$ cat config.mk
export PLATFORM = sky130hd
export DESIGN_NAME = rx_bringup_seq
export DESIGN_NICKNAME = d
export VERILOG_FILES = /design/src/rtl/rxb_pkg.sv /design/src/rtl/rxb_lock_filter.sv /design/src/rtl/rxb_step_timer.sv /design/src/rtl/rx_bringup_seq.sv
export SDC_FILE = /design/constraint.sdc
export NUM_CORES = 1
export LEC_CHECK = 0
export ABC_AREA = 1
export BUFFER_PORTS_ARGS = -buffer_cell sky130_fd_sc_hd__buf_4
export CORE_MARGIN = 2
export CORE_UTILIZATION = 30
export CTS_BUF_LIST = sky130_fd_sc_hd__clkbuf_8
export DETAILED_ROUTE_END_ITERATION = 8
export GPL_TIMING_DRIVEN = 0
export SYNTH_ARGS = -nofsm -noshare
export SYNTH_HDL_FRONTEND = slang
export SYNTH_SLANG_ARGS = --single-unit
$ cat constraint.sdc
create_clock -name clk -period 4.9 [get_ports clk]
set_input_delay 0.245 -clock clk [delete_from_list [all_inputs] [get_ports clk]]
set_output_delay 0.245 -clock clk [all_outputs]
set_load 0.01 [all_outputs]
$ cat src/rtl/rxb_pkg.sv
// Package: shared state encoding for the receiver bring-up sequencer.
// Assumes nothing beyond being compiled before the modules that import it.
package rxb_pkg;
    typedef enum logic [2:0] {
        ST_HOLD     = 3'd0,
        ST_PLL_WAIT = 3'd1,
        ST_DPA_WAIT = 3'd2,
        ST_FIFO_CLR = 3'd3,
        ST_SLIP_CLR = 3'd4,
        ST_ALIGN    = 3'd5,
        ST_READY    = 3'd6
    } seq_state_t;
endpackage

$ cat src/rtl/rxb_lock_filter.sv
// Lock qualifier: counts consecutive high samples of a lock flag and reports
// it as stable once the count reaches STABLE_CYC. A low sample or clr resets
// the count. Assumes the lock flag is already synchronous to clk.
module rxb_lock_filter #(
    parameter int STABLE_CYC = 16
) (
    input  logic clk,
    input  logic rst_n,
    input  logic clr,
    input  logic lock_in,
    output logic stable
);
    localparam int CW = $clog2(STABLE_CYC + 1);

    logic [CW-1:0] run_cnt;

    // Count consecutive good samples, saturating at the target.
    always_ff @(posedge clk) begin
        if (!rst_n || clr || !lock_in) begin
            run_cnt <= '0;
        end else if (run_cnt != CW'(STABLE_CYC)) begin
            run_cnt <= run_cnt + 1'b1;
        end
    end

    assign stable = (run_cnt == CW'(STABLE_CYC));
endmodule

$ cat src/rtl/rxb_step_timer.sv
// Phase timer: counts cycles spent in the current phase, saturating at its
// maximum value. clr starts the count again at zero on the next edge.
// Assumes the caller asserts clr on every phase change.
module rxb_step_timer #(
    parameter int W = 8
) (
    input  logic         clk,
    input  logic         rst_n,
    input  logic         clr,
    output logic [W-1:0] cnt
);
    // Advance once per cycle unless cleared or saturated.
    always_ff @(posedge clk) begin
        if (!rst_n || clr) begin
            cnt <= '0;
        end else if (cnt != {W{1'b1}}) begin
            cnt <= cnt + 1'b1;
        end
    end
endmodule

$ cat src/rtl/rx_bringup_seq.sv
// Receiver bring-up sequencer. It walks a fixed order: hold both resets, release
// the PLL, qualify its lock, release the receiver, wait for the phase aligner
// under a time limit, clear the FIFO, clear the slip circuit, request word
// alignment, report ready. A PLL lock loss after receiver release and a restart
// request both return it to the hold phase. Assumes all inputs are synchronous
// to clk and that the parameters are at least 1.
module rx_bringup_seq
    import rxb_pkg::*;
#(
    parameter int PLL_HOLD_CYC    = 8,
    parameter int LOCK_STABLE_CYC = 16,
    parameter int DPA_TIMEOUT_CYC = 4096,
    parameter int PULSE_CYC       = 1
) (
    input  logic clk,
    input  logic rst_n,
    input  logic restart_req,
    input  logic pll_lock,
    input  logic dpa_lock,
    input  logic align_done,
    output logic pll_rst,
    output logic rx_rst,
    output logic fifo_rst,
    output logic slip_rst,
    output logic align_start,
    output logic ready,
    output logic dpa_timeout_err
);
    localparam int TMAX_A = (PLL_HOLD_CYC > DPA_TIMEOUT_CYC) ? PLL_HOLD_CYC : DPA_TIMEOUT_CYC;
    localparam int TMAX   = (TMAX_A > PULSE_CYC) ? TMAX_A : PULSE_CYC;
    localparam int TW     = $clog2(TMAX + 1);
    localparam logic [TW-1:0] HOLD_LAST  = TW'(PLL_HOLD_CYC - 1);
    localparam logic [TW-1:0] TO_LAST    = TW'(DPA_TIMEOUT_CYC - 1);
    localparam logic [TW-1:0] PULSE_LAST = TW'(PULSE_CYC - 1);

    seq_state_t    st, st_nx;
    logic [TW-1:0] tcnt;
    logic          lock_ok;
    logic          lock_lost;
    logic          timeout_hit;
    logic          err_q;

    rxb_lock_filter #(.STABLE_CYC(LOCK_STABLE_CYC)) u_lock (
        .clk     (clk),
        .rst_n   (rst_n),
        .clr     (st == ST_HOLD),
        .lock_in (pll_lock),
        .stable  (lock_ok)
    );

    rxb_step_timer #(.W(TW)) u_timer (
        .clk   (clk),
        .rst_n (rst_n),
        .clr   ((st_nx != st) || restart_req),
        .cnt   (tcnt)
    );

    // Flag lock loss only once the receiver has been released.
    assign lock_lost   = !pll_lock && (st != ST_HOLD) && (st != ST_PLL_WAIT);
    // Phase-aligner wait has run its full window without lock.
    assign timeout_hit = (st == ST_DPA_WAIT) && !dpa_lock && (tcnt == TO_LAST);

    // Next-state decode for the bring-up order, with restart taking precedence.
    always_comb begin
        st_nx = st;
        case (st)
            ST_HOLD:     if (tcnt == HOLD_LAST)  st_nx = ST_PLL_WAIT;
            ST_PLL_WAIT: if (lock_ok)            st_nx = ST_DPA_WAIT;
            ST_DPA_WAIT: if (dpa_lock)           st_nx = ST_FIFO_CLR;
                         else if (timeout_hit)   st_nx = ST_HOLD;
            ST_FIFO_CLR: if (tcnt == PULSE_LAST) st_nx = ST_SLIP_CLR;
            ST_SLIP_CLR: if (tcnt == PULSE_LAST) st_nx = ST_ALIGN;
            ST_ALIGN:    if (align_done)         st_nx = ST_READY;
            ST_READY:                            st_nx = ST_READY;
            default:                             st_nx = ST_HOLD;
        endcase
        if (lock_lost || restart_req) begin
            st_nx = ST_HOLD;
        end
    end

    // State register.
    always_ff @(posedge clk) begin
        if (!rst_n) begin
            st <= ST_HOLD;
        end else begin
            st <= st_nx;
        end
    end

    // Sticky timeout flag, cleared on a restart request or on reaching ready.
    always_ff @(posedge clk) begin
        if (!rst_n) begin
            err_q <= 1'b0;
        end else if (timeout_hit) begin
            err_q <= 1'b1;
        end else if (restart_req || (st == ST_ALIGN && st_nx == ST_READY)) begin
            err_q <= 1'b0;
        end
    end

    assign pll_rst         = (st == ST_HOLD);
    assign rx_rst          = (st == ST_HOLD) || (st == ST_PLL_WAIT);
    assign fifo_rst        = (st == ST_FIFO_CLR);
    assign slip_rst        = (st == ST_SLIP_CLR);
    assign align_start     = (st == ST_ALIGN);
    assign ready           = (st == ST_READY);
    assign dpa_timeout_err = err_q;
endmodule

# Yosys cells after proc, flatten, opt, wreduce, memory -nomap -nowiden
# Cells that the tools add are included.
dict set report word_totals {
  ff_bits 22
  latch_bits 0
  ramBits 0
  romBits 0
  inputBits 6
  out_inout_bits 7
  wordCells 50
  n_memories 0
}
dict set report classes {
  addsub 2
  n_mul 0
  div_mod_pow 0
  order_cmp 0
  eq_ne 14
  n_shift 0
  n_mux 11
  bitwise_logic 0
  n_reduce_logical 19
}
# operator count
set ops {}
lappend ops {{two-way mux 3 bit} 8}
lappend ops {{case mux 3 bit (7 select lines)} 1}
lappend ops {{adder 13 x 1 -> 13 bit, second input constant} 1}
lappend ops {{equality test 13 x 12 -> 1 bit, second input constant} 1}
lappend ops {{equality test 13 x 3 -> 1 bit, second input constant} 1}
lappend ops {{logical NOT 13 bit} 1}
lappend ops {{inequality test 13 bit, second input constant} 1}
lappend ops {{equality test 3 bit, second input constant} 4}
lappend ops {{logical OR 1 bit} 7}
lappend ops {{equality test 3 x 2 -> 1 bit, second input constant} 2}
lappend ops {{adder 5 x 1 -> 5 bit, second input constant} 1}
lappend ops {{equality test 5 bit, second input constant} 1}
lappend ops {{logical AND 1 bit} 5}
lappend ops {{inequality test 5 bit, second input constant} 1}
lappend ops {{equality test 3 x 1 -> 1 bit, second input constant} 1}
lappend ops {{logical NOT 1 bit} 3}
lappend ops {{logical NOT 3 bit} 1}
lappend ops {{inequality test 3 x 1 -> 1 bit, second input constant} 1}
lappend ops {{inequality test 3 bit} 1}
lappend ops {{nonzero test 3 bit} 1}
lappend ops {{two-way mux 1 bit} 2}
lappend ops {{nonzero test 2 bit} 1}

# Longest topological paths before layout
dict set report logic_depth {
  word_depth 12
  depth_mapped 16
  mapped_depth_nobuf 14
}

# Modules after synthesis
# Synthesis repeated with hierarchy kept, for this count alone.
dict set report unflattened {
  cells_unflattened 223
  area_unflattened_um2 1422.6
}
# mod instances cells_each area_each_um2 seq_area_each_um2
set by_module_without_submodules {}
lappend by_module_without_submodules {rxb_step_timer 1 99 690.7 260.2}
lappend by_module_without_submodules {rx_bringup_seq 1 86 465.4 80.1}
lappend by_module_without_submodules {rxb_lock_filter 1 38 266.5 100.1}

# Least setup slack after synthesis
# OpenSTA, ideal clock, no wires.
dict set report synth_timing {
  path_type {register -> register}
  start {register u_timer.cnt[0]}
  end {register u_timer.cnt[8]}
  setup_time_ns 0.062
  arrival_time_ns 1.546
  required_ns 4.838
  path_slack_ns 3.292
  stages_incl_launch_ff 16
  n_path_buf 1
  synth_period_minus_slack_ns 1.608
  cell_sequence {dfxtp_1 -> inv_1 -> ha_1 -> nand3_1 -> nor2_1 -> nand2_1 -> nand2_1 -> nand2_1 -> nor2_2 -> nand2_2 -> nand2_1 -> nand2_1 -> nand2_2 -> nand3_4 -> buf_6 -> nor2_2}
}
dict set report synth_via {
  elab_chain_cells 9
  elab_cells_between_ends 16
  cone_classes {add/sub: 1; eq/ne: 4; mux: 7; reduce/logical: 4}
}
# element line_no
set synth_rtl {}
lappend synth_rtl {{start: declaration} rxb_step_timer.sv:10} ;# output logic [W-1:0] cnt
lappend synth_rtl {{start signal: assignment} rxb_step_timer.sv:17} ;# cnt <= cnt + 1'b1;
lappend synth_rtl {{equality test 13 x 12 -> 1 bit} rx_bringup_seq.sv:61} ;# assign timeout_hit = (st == ST_DPA_WAIT) && !dpa_lock && (tcnt == TO_LAST);
lappend synth_rtl {{logical AND 1 bit} rx_bringup_seq.sv:61}
lappend synth_rtl {{two-way mux 3 bit} rx_bringup_seq.sv:70} ;# else if (timeout_hit) st_nx = ST_HOLD;
lappend synth_rtl {{two-way mux 3 bit} rx_bringup_seq.sv:69} ;# ST_DPA_WAIT: if (dpa_lock) st_nx = ST_FIFO_CLR;
lappend synth_rtl {{case mux 3 bit (7 select lines)} rx_bringup_seq.sv:66} ;# case (st)
lappend synth_rtl {{two-way mux 3 bit} rx_bringup_seq.sv:77} ;# if (lock_lost || restart_req) begin
lappend synth_rtl {{inequality test 3 bit} rx_bringup_seq.sv:54} ;# .clr ((st_nx != st) || restart_req),
lappend synth_rtl {{logical OR 1 bit} rx_bringup_seq.sv:54}
lappend synth_rtl {{logical OR 1 bit} rxb_step_timer.sv:14} ;# if (!rst_n || clr) begin
# Parallel ways exist; a longest one is shown, timed or not.
# A chain may end at the register's enable or synchronous reset.

# Worst setup path in the final report
dict set report layout_timing {
  start {register u_timer.cnt[0]}
  end {register u_timer.cnt[6]}
}
# Same word-level chain as after synthesis.

==> impl_metrics.toml <==
[status]
status = "completed"

[timing]
worst_clock_skew_ps = 5.39
hold_viol_final = 0
rsz0062_at_grt = "false"
period_minus_slack_ps = 1810
tightestPinTransition_ps = 363
period_share_pct = 37.0
setup_viol = 0
fmax_mhz = 552
tns_ps = 0
relSlewSlack_pct = 75.6
finalMaxSlewViolations = 0

[clocking]
cts_hold_buf = 0
clkSinkCount = 22
cts_tree = "done"
clock_latency_ps = 260
clk_pin_slew_ps = 90
ctsLongestPathBuffers = 2
cts_buffers = 3
ctsResizeCount = 0
post-cts-setup-buffers = 0
cts_root_buf = "clkbuf_8"
cts_max_level = 1

[critical_path]
arrival_ps = 2020
path_cells = "inv_1 -> ha_1 -> nand3_1 -> nor2_1 -> nand2_1 -> nand2_1 -> nand2_1 -> nor2_2 -> nand2_2 -> nand2_1 -> nand2_1 -> nand2_2 -> nand3_4 -> buf_6 -> nor2_2"
crit_fanout = 10
cpPeakStageDelay_ps = 320
cpMaxStageDelayCell = "dfxtp_1"
cpMostUsedCell = "nand2_1"
path_class = "reg -> reg"
crit_path_end_kind = "register"
crit_required_ps = 5110
worstSetupStartpointType = "register"

[synth]
synthDistinctLibCells = 26
ys_ff_latch = 22
yosys.area.top_type = "dfxtp_1"
synth_top_cell_area_share_pct = 31.5
ys_warn_count = 0
ys_seq_area_share_pct = 31.5
avgSynthCellArea_um2 = 6.82
synth.area.top_cells = "dfxtp_1, nand2_1, inv_1"
netlist_area_um2 = 1400
synth_fp_nets = 215
synth_cells = 205

[grt]
grt_overflow_total = 0
antenna_found_initial = 0
grt_use_total_pct = 11.4
grt_first_pass_wirelength_um = 4870
first_global_vias = 1150
grt_max_degree = 14

[detailed_routing]
remaining_drc_errors = 0
wl_per_cell_um = 9.39
drt-initial-drc-count = 55
final_antenna_net_count = 0
wl_um = 2560
dr.pass1.iters = 4
vias_per_cell = 4.47
num_vias = 1220

[final_layout]
num-nets-final = 232
final_layout_size_suffix_gt1_share_pct = 23.1
area_growth_pct = 16.2
num-fill-cells = 480
finalInstanceArea_um2 = 1630
antennaDiodeCount = 0

[run]
max_cap_viol_count = 0

[power_and_ir_drop]
p_leak_nw = 0.766
p_per_area_nw_per_um2 = 227
vdd_drop_max_uv = 100

[die]
die_area_um2 = 5230
start_util_pct = 31.7
die-height_um = 72.3
core_um2 = 4410
rows = 24
die_w_um = 72.3
top_level_ports = 13

[placement]
post-dp-hpwl_um = 2120
gp_congestion = 0.833
dpl_cell_area_um2 = 1550
port_buffers = 12

[hold_path]
hold_class = "in -> reg"
## through the flow
step / total power, mW / hold slack [ps] / util [%] / setup WS, ps / std cells
final: 0.369 / 292 / 36.8 / 3090 / 273
after global routing: 0.385 / 306 / 36.8 / 2860 / 273
after CTS: 0.375 / 294 / 36.8 / 3060 / 273
after detailed placement: 0.202 / 470 / 35.2 / 3080 / 269
after global placement: 0.202 / 470 / 35.2 / 3080 / 269
after floorplan: 0.197 / 419 / - / 3290 / 205
## sequential cells by signal (all words and copies together) (netlist names)
| name | flops |
|---|---|
| dpa_timeout_err | 1 |
| st | 3 |
| u_lock.run_cnt | 5 |
| u_timer.cnt | 13 |
## logic make-up (layout without fill, tap and decap cells)
family	Yosys count	after routing	share of synthesized area, %
simple gates	114	114	39.8
compound gates	12	12	5.81
flops	22	22	31.5
xor+xnor	12	12	7.51
buf+inv	41	57	11.8
fa+ha+maj	4	4	3.58
## worst paths after layout
check | slack, ps | start | to | cells past startpoint
max | 3090 | u_timer.cnt[0] | u_timer.cnt[6] | 15
min | 290 | rst_n | st[0] | 3
max reg2reg | 3090 | u_timer.cnt[0] | u_timer.cnt[6] | 15
min reg2reg | 480 | u_lock.run_cnt[4] | u_lock.run_cnt[4] | 2
## final cells by class
type	count	area [um2]	share of cell area [%]
buffer	2	18.8	1.15
clock buffer	3	41.3	2.54
clock inverter	1	30.0	1.85
inverter	39	146	9.01
multi-input combinational	142	793	48.8
sequential	22	440	27.1
tap	52	65.1	4.00
timing repair buffer	12	90.1	5.54
## synthesized netlist by cell type
library cell and n:
xor2_1 10, a21oi_1 5, o21bai_1 1, nor2_4 1
nor3_1 8, nand3b_1 1, or2_2 1, xnor2_1 2
inv_1 30, a211oi_1 1, inv_2 9, nand3_1 16
buf_4 1, ha_1 4, nor2_2 11, nand4_1 1
nand2_2 4, o211ai_4 1, dfxtp_1 22, nor3_2 2
nor2_1 23, nand3_4 1, nand3_2 3, o21ai_0 4
nand2_1 42, buf_6 1
## power by group
part           switching, mW  internal (mW)
sequential          0.000422          0.179
combinational         0.0104        0.00763
clock                 0.0623          0.109
## metal layers
metal	track usage (%)	part of all wire, %	vias to the layer above
met2	19.4	46	18
li1	-	-	662
met4	1.47	0.47	0
met5	0	0	-
met1	14.5	48	538
met3	3.47	5.4	2
## cell usage in the layout, fill, tap and decap left out, drive strengths merged
cell type / instances
xnor2: 2
buf: 14
ha: 4
nor3: 10
nand2: 46
or2: 1
nor2: 35
xor2: 10
o211ai: 1
clkbuf: 3
o21ai: 4
bufinv: 1
nand3b: 1
inv: 39
dfxtp: 22
a211oi: 1
a21oi: 5
nand4: 1
nand3: 20
o21bai: 1
## worst max-delay path, delay by kind of cell, from the launching register on
kind                       cells  cell delay (ps)
buffers and inverters          2              270
and+or+nand+nor               12             1020
adders and majority gates      1              150
DFF                            1              320
Power figures use the tool's default switching activity.
